### config.mk
export PLATFORM = sky130hd
export DESIGN_NAME = fsrx_deviation_rx
export DESIGN_NICKNAME = d
export VERILOG_FILES = /design/src/rtl/fsrx_pkg.sv /design/src/rtl/fsrx_phase.sv /design/src/rtl/fsrx_shift.sv /design/src/rtl/fsrx_hold.sv /design/src/rtl/fsrx_deviation_rx.sv
export SDC_FILE = /design/constraint.sdc
export NUM_CORES = 1
export LEC_CHECK = 0
export ABC_AREA = 1
export CORE_MARGIN = 5
export CORE_UTILIZATION = 30
export CTS_BUF_LIST = sky130_fd_sc_hd__clkbuf_2
export DETAILED_ROUTE_END_ITERATION = 8
export PLACE_DENSITY = 0.56
export SLEW_MARGIN = 10
export SYNTH_ARGS = -nofsm -noshare
export SYNTH_HDL_FRONTEND = slang
export SYNTH_HIERARCHICAL = 1
export SYNTH_SLANG_ARGS = --single-unit
### constraint.sdc
create_clock -name sck_i -period 1.9 [get_ports sck_i]
set_clock_uncertainty 0.2 [all_clocks]
set_input_delay 0.38 -clock sck_i [delete_from_list [all_inputs] [get_ports sck_i]]
set_output_delay 0.38 -clock sck_i [all_outputs]
set_load 0.01 [all_outputs]
### src/rtl/fsrx_pkg.sv
package fsrx_pkg;
  typedef enum logic [1:0] {
    EV_IDLE  = 2'd0,
    EV_BIT   = 2'd1,
    EV_END   = 2'd2,
    EV_ABORT = 2'd3
  } fsrx_ev_e;
endpackage

### src/rtl/fsrx_phase.sv
module fsrx_phase
  import fsrx_pkg::*;
#(
  parameter logic POL_RST = 1'b1
) (
  input  logic     clk_i,
  input  logic     rst_ni,
  input  logic     en_i,
  input  logic     pol_i,
  input  logic     fs_i,
  output fsrx_ev_e ev_o
);
  logic pol_q, act_q;
  logic act, pol_chg;

  assign act     = en_i && (fs_i == pol_i);
  assign pol_chg = (pol_i != pol_q);

  always_comb begin
    if (!en_i || pol_chg) ev_o = EV_ABORT;
    else if (act)         ev_o = EV_BIT;
    else if (act_q)       ev_o = EV_END;
    else                  ev_o = EV_IDLE;
  end

  always_ff @(posedge clk_i or negedge rst_ni) begin
    if (!rst_ni) begin
      pol_q <= POL_RST;
      act_q <= 1'b0;
    end else begin
      pol_q <= pol_i;
      act_q <= act && !pol_chg;
    end
  end
endmodule

### src/rtl/fsrx_shift.sv
module fsrx_shift
  import fsrx_pkg::*;
#(
  parameter int DW = 16,
  localparam int CW = $clog2(DW + 1)
) (
  input  logic          clk_i,
  input  logic          rst_ni,
  input  fsrx_ev_e      ev_i,
  input  logic          sd_i,
  output logic [DW-1:0] data_o,
  output logic          full_o
);
  logic [DW-1:0] sh_q;
  logic [CW-1:0] cnt_q;

  assign data_o = sh_q;
  assign full_o = (cnt_q == CW'(DW));

  always_ff @(posedge clk_i or negedge rst_ni) begin
    if (!rst_ni) begin
      sh_q  <= '0;
      cnt_q <= '0;
    end else begin
      unique case (ev_i)
        EV_BIT: begin
          sh_q <= {sh_q[DW-2:0], sd_i};
          if (!full_o) cnt_q <= cnt_q + CW'(1);
        end
        EV_END, EV_ABORT: cnt_q <= '0;
        default: ;
      endcase
    end
  end
endmodule

### src/rtl/fsrx_hold.sv
module fsrx_hold #(
  parameter int DW = 16
) (
  input  logic          clk_i,
  input  logic          rst_ni,
  input  logic          cap_i,
  input  logic [DW-1:0] data_i,
  output logic [DW-1:0] word_o,
  output logic          valid_o
);
  always_ff @(posedge clk_i or negedge rst_ni) begin
    if (!rst_ni) begin
      word_o  <= '0;
      valid_o <= 1'b0;
    end else begin
      valid_o <= cap_i;
      if (cap_i) word_o <= data_i;
    end
  end
endmodule

### src/rtl/fsrx_deviation_rx.sv
module fsrx_deviation_rx
  import fsrx_pkg::*;
#(
  parameter int   DW      = 16,
  parameter logic POL_RST = 1'b1
) (
  input  logic          sck_i,
  input  logic          rst_ni,
  input  logic          en_i,
  input  logic          fs_pol_i,
  input  logic          fs_i,
  input  logic          sd_i,
  output logic [DW-1:0] word_o,
  output logic          valid_o
);
  fsrx_ev_e      ev;
  logic [DW-1:0] sh_data;
  logic          sh_full;
  logic          cap;

  fsrx_phase #(.POL_RST(POL_RST)) i_phase (
    .clk_i (sck_i),
    .rst_ni(rst_ni),
    .en_i  (en_i),
    .pol_i (fs_pol_i),
    .fs_i  (fs_i),
    .ev_o  (ev)
  );

  fsrx_shift #(.DW(DW)) i_shift (
    .clk_i (sck_i),
    .rst_ni(rst_ni),
    .ev_i  (ev),
    .sd_i  (sd_i),
    .data_o(sh_data),
    .full_o(sh_full)
  );

  // frames short of DW bits are dropped here
  assign cap = (ev == EV_END) && sh_full;

  fsrx_hold #(.DW(DW)) i_hold (
    .clk_i  (sck_i),
    .rst_ni (rst_ni),
    .cap_i  (cap),
    .data_i (sh_data),
    .word_o (word_o),
    .valid_o(valid_o)
  );
endmodule

==> results.toml, run 1 <==
[floorplanning]
fp-row-count = 28
die_y_um = 86.9
dieWidth_um = 86.9
die_area_um2 = 7550
start_util = 0.303
coreArea_um2 = 5850
pin_count = 23

[synth]
synth_common_cells = "nand2_1, dfrtp_1, nand2_2"
dominantRegCellSynth = "dfrtp_1"
synth_edf_count = 0
synth_top_area_cell = "dfrtp_1"
synth.distinct_cells = 24
ys_seq_area_frac = 0.565
syn_area_um2 = 1770
syn_inst = 196
synth_async_sr_flop_share = 1.00
synthTopCellsByArea = "dfrtp_1, nand2_1, nand2_2"
ys_ff_latch = 40
syn_nets = 204
ys_warn_count = 6
synth.avg_cell_area_um2 = 9.05
yosysMostFrequentCell = "nand2_1"
synth_top_area_frac = 0.550

[layout]
layout.nets = 250
diodes = 0
fin_util = 0.386
syn2layout_area_growth_pct = 27.2
drive_above_1_share = 0.251
fillers = 628

[place]
gp_congestion = 0.724
dp_hpwl_mm = 2.19
port_buffers = 22

[sta]
setup_viol = 0
rsz0062_at_grt = "no"
final_max_slew_viol_count = 0
finalHoldViolCount = 0
finalCritPeriodShare = 0.932
hold_slack_ps = 277
worstMarginPinSlew_ps = 508
fmax_mhz = 565
layout_min_cycle_time_ps = 1770
slew_headroom = 0.661

[clock_tree]
root_buffer = "clkbuf_2"
cts_tree = "built"
path_clk_slew_ps = 180
insertion_delay_ps = 390
cts_buffers = 5
cts_max_path_buffers = 2
htree_levels = 2
clock-sinks = 40

[setup_path]
critPathKind = "in -> reg"
max_stage_delay_ps = 530
cp-start-kind = "primary input"
cp_max_fo = 18
cp_top_family = "buffers and inverters"
arrival_ps = 1870
cp.required_ps = 2000
worst_setup_path_end_kind = "flop"
crit_slowest_cell = "clkdlybuf4s50_1"
cp_common_cell = "nand2_1"
path_cells = "clkdlybuf4s50_1 > nand2_1 > nand2_1 > nand2_1 > nand2_1 > nand2_1 > nor2_2 > buf_12 > inv_6 > nand2_1 > nand2_1"
path_buf_inv = 3

[power_and_ir_drop]
sw_frac_of_total = 0.280
p_leak_nw = 1.31
power_density_nw_per_um2 = 784
combPwrFrac = 0.120
p_switching_mw = 0.494
p_clk_frac = 0.287
sequentialPowerShare = 0.593
p_int_mw = 1.27
ir_drop_mv = 0.268

[grt]
antenna_found_initial = 0
grt_pass1_wl_mm = 5.92
overflow = 0
grt.total_usage = 0.0984
grt_pass1_vias = 1309
grt_max_degree = 41

[routing]
drc = 0
num_vias = 1316
routedWlPerCell_um = 10.1
ant_nets = 0
dr.pass1.iters = 4
drtIter0Drc = 47
wirelength_mm = 3.21
vias_per_cell = 4.14

[job]
drv_cap = 0

[run_status]
outcome = "finished, final reports clean"

[worst_hold_path]
min_path_type = "in -> reg"
worst register-to-register path, stage by stage, from the launching register on:
cell and delay [ps]:
dfstp_2 580, inv_1 40, nand2_1 70, nand2_1 70, nor2_2 110, nand2_1 130
nand2_1 100, nor2_2 50, buf_12 150, inv_6 130, nand2_1 70, nand2_1 50
sequential cells by signal, indices dropped and copies added (netlist names):
signal          count
i_phase/act_q       1
i_phase/pol_q       1
i_hold/word_o      16
i_shift/data_o     16
i_hold/valid_o      1
i_shift/cnt_q       5
power groups by stage:
| stage | logic [mW] | clock network [mW] | registers, mW |
|---|---|---|---|
| after floorplan | 0.146 | 0 | 1.04 |
| after CTS | 0.218 | 0.529 | 1.05 |
| after detailed placement | 0.215 | 0 | 1.07 |
| final | 0.212 | 0.507 | 1.05 |
| after global routing | 0.252 | 0.572 | 1.07 |
| after global placement | 0.209 | 0 | 1.07 |
cells by family after synthesis:
logic type	share of synthesized area
buffers and inverters	0.0741
AOI/OAI and AO/OA	0.00564
and+or+nand+nor	0.331
DFF	0.565
adders and majority gates	0.0141
xor gates and xnor gates	0.00987
final timing paths:
kind,start,endpoint,cells after the start,slack [ps]
min,fs_pol_i,i_phase/pol_q,1,280
max reg2reg,i_phase/pol_q,i_hold/word_o[1],11,130
min in group asynchronous,rst_ni,i_hold/word_o[8],3,350
min reg2reg,i_hold/word_o[1],i_hold/word_o[1],2,300
max,fs_pol_i,i_hold/word_o[1],11,130
max in group asynchronous,rst_ni,i_phase/pol_q,3,760
layout make-up:
cell class                 instances  area [um2]  area share
tap                               75        93.8      0.0416
clock buffer                       6        30.0      0.0133
timing repair buffer              44         387       0.171
inverter                          13        66.3      0.0294
sequential                        40        1000       0.444
multi-input combinational        138         643       0.285
clock inverter                     2        35.0      0.0155
timing repair:
| action | 4_1_cts | 5_1_grt |
|---|---|---|
| gates resized for setup | 17 | 1 |
| setup buffers | 12 | 0 |
| hold buffers | 1 | 0 |
| endpoints found under the hold margin | 39 | 0 |
| endpoints found under the setup margin | 17 | 4 |
routing by layer:
layer  vias up  part of all wire  GRT usage
met1       603              0.47      0.131
met2        21              0.45      0.150
met3         6             0.048     0.0227
li1        686                 -          -
met5         -                 0          0
met4         0             0.023     0.0467
per-stage QoR:
stage          setup WS, ps  cells  area (um2)  total power [mW]  setup TNS (ps)
6_report                130    318        2260              1.77               0
5_1_grt                3.69    318        2260              1.89               0
4_1_cts                69.5    318        2250              1.80               0
3_5_place_dp           -316    297        2110              1.28           -8670
3_3_place_gp           -281    297        2110              1.28           -7680
2_1_floorplan           129    196        1770              1.19               0
cell usage in the layout, fill, tap and decap left out, types with 3 or more instances in the layout:
| master | n |
|---|---|
| clkbuf_2 | 6 |
| nand3_1 | 8 |
| dfrtp_1 | 39 |
| dlygate4sd2_1 | 17 |
| nor2_2 | 3 |
| nand2_2 | 18 |
| clkdlybuf4s50_1 | 4 |
| nand2_1 | 97 |
| buf_4 | 19 |
| inv_1 | 7 |
(Power assumes the default switching activity.)
==> run 2: changes to the inputs <==
--- a/config.mk
+++ b/config.mk
@@ -6,7 +6,7 @@
 export NUM_CORES = 1
 export LEC_CHECK = 0
 export ABC_AREA = 1
-export CORE_MARGIN = 5
+export CORE_MARGIN = 3
 export CORE_UTILIZATION = 30
 export CTS_BUF_LIST = sky130_fd_sc_hd__clkbuf_2
 export DETAILED_ROUTE_END_ITERATION = 8
==> results.toml, run 2 (same netlist as run 1, synthesis figures left out) <==
[clock_tree]
path_clk_slew_ps = 180
root_buffer = "clkbuf_2"
insertion_delay_ps = 380
htree_levels = 2
cts_buffers = 5
cts_tree = "built"
clock-sinks = 40
cts_max_path_buffers = 2

[routing]
num_vias = 1279
dr.pass1.iters = 4
drc = 0
vias_per_cell = 4.13
routedWlPerCell_um = 9.84
ant_nets = 0
wirelength_mm = 3.05
drtIter0Drc = 62

[layout]
layout.nets = 246
drive_above_1_share = 0.231
diodes = 0
final_common_cell = "nand2_1"
syn2layout_area_growth_pct = 24.2
final_cell_mix = "nand2_1, dfrtp_1, nand2_2, dlygate4sd2_1, buf_4"
stdcell_area_um2 = 2200
final_cells = 310

[sta]
worstMarginPinSlew_ps = 508
final_max_slew_viol_count = 0
finalCritPeriodShare = 0.923
rsz0062_at_grt = "yes"
layout_min_cycle_time_ps = 1750
setup_viol = 0
slew_headroom = 0.662
fmax_mhz = 570
finalHoldViolCount = 0
hold_slack_ps = 272

[job]
drv_cap = 0

[floorplanning]
dieWidth_um = 82.9
die_area_um2 = 6870
pin_count = 23
die_y_um = 82.9
fp-row-count = 27
coreArea_um2 = 5610
start_util = 0.316

[setup_path]
critPathKind = "reg -> reg"
worst_setup_path_end_kind = "flop"
cp.required_ps = 2030
crit_slowest_cell = "dfstp_2"
cp_max_fo = 7
cp-startpoint = "i_phase/pol_q"
timing.rr.end = "i_shift/cnt_q[2]"
reg2reg_slack_ps = 150
cp-start-kind = "flop"
r2r_start = "i_phase/pol_q"
worst_r2r_path_depth = 13
cp_common_cell = "nand2_1"
max_stage_delay_ps = 570
arrival_ps = 1890
path_cells = "inv_1 > nand2_1 > nand2_1 > nor2_2 > nand2_1 > buf_4 > inv_4 > nand2_8 > inv_8 > nand2_4 > inv_4 > nand2_1 > nand2_1"

[grt]
overflow = 0
grt.total_usage = 0.0979
grt_max_degree = 41
antenna_found_initial = 0
grt_pass1_vias = 1264
grt_pass1_wl_mm = 5.64

[power_and_ir_drop]
power.total_mw = 1.61
power_density_nw_per_um2 = 732
p_leak_nw = 1.28
ir_drop_mv = 0.224

[place]
place_inst = 293
dp_hpwl_mm = 2.07
placed_cell_area_um2 = 2110
gp_congestion = 0.752
port_buffers = 22

[worst_hold_path]
holdPathStages = 1
min_path_type = "in -> reg"
holdCritStartpoint = "fs_pol_i"
hold_path_end = "i_phase/pol_q"

[run_status]
outcome = "finished, final reports clean"
-- run 2: cell types whose count changed in the layout (fill, tap and decap cells not counted) --
cell and change:
buf_4 -5, buf_12 +1, bufinv_16 -1, nand2_1 +1, nand2_2 -1
-- run 2: layout make-up --
class,count,area (um2)
clock inverters,1,5.00
repair buffers,40,369
clock buffers,6,30.0
inverters,13,66.3
fillers,598,3400
flip-flops and latches,40,1000
well taps,72,90.1
multi-input cells,138,641
-- run 2: what timing repair did --
action | CTS | global route
pin swaps | 0 | 0
hold buffers | 1 | 0
buffers inserted | 7 | 2
endpoints found under the hold margin | 39 | 0
gates resized for setup | 17 | 0
setup endpoints to repair | 17 | 6
-- run 2: worst max-delay path by stage --
stage | cells past startpoint | to
detailed placement | 13 | i_shift/cnt_q[2]
finish | 13 | i_shift/cnt_q[2]
global route | 13 | i_shift/cnt_q[2]
CTS | 10 | i_hold/word_o[7]
global placement | 13 | i_shift/cnt_q[4]
floorplan | 11 | i_hold/word_o[10]
-- run 2: worst max-delay path: cells and delay by family (launching register included) --
kind,cells,cell delay (ps)
flip-flops,1,570
AND/OR/NAND/NOR,8,530
buffers and inverters,5,400
-- run 2: where the power goes --
part           total [mW]  leakage, nW  internal [mW]  switching [mW]
clock               0.348       0.0288         0.0880           0.260
sequential           1.05        0.545          0.955          0.0917
combinational       0.218        0.703         0.0985           0.119
-- run 2: through the flow --
stage,setup WS (ps),TNS (ps),utilization
5_1_grt,-14.8,-14.8,0.393
3_3_place_gp,-213,-6740,0.377
3_5_place_dp,-247,-7720,0.377
4_1_cts,100,0,0.390
2_1_floorplan,129,0,-
6_report,147,0,0.393
-- run 2: metal layers --
layer | vias up | global-route usage | share of wire
met5 | - | 0 | 0
met4 | 0 | 0.0490 | 0.014
met3 | 4 | 0.0218 | 0.039
met2 | 22 | 0.171 | 0.47
met1 | 575 | 0.111 | 0.48
li1 | 678 | - | -
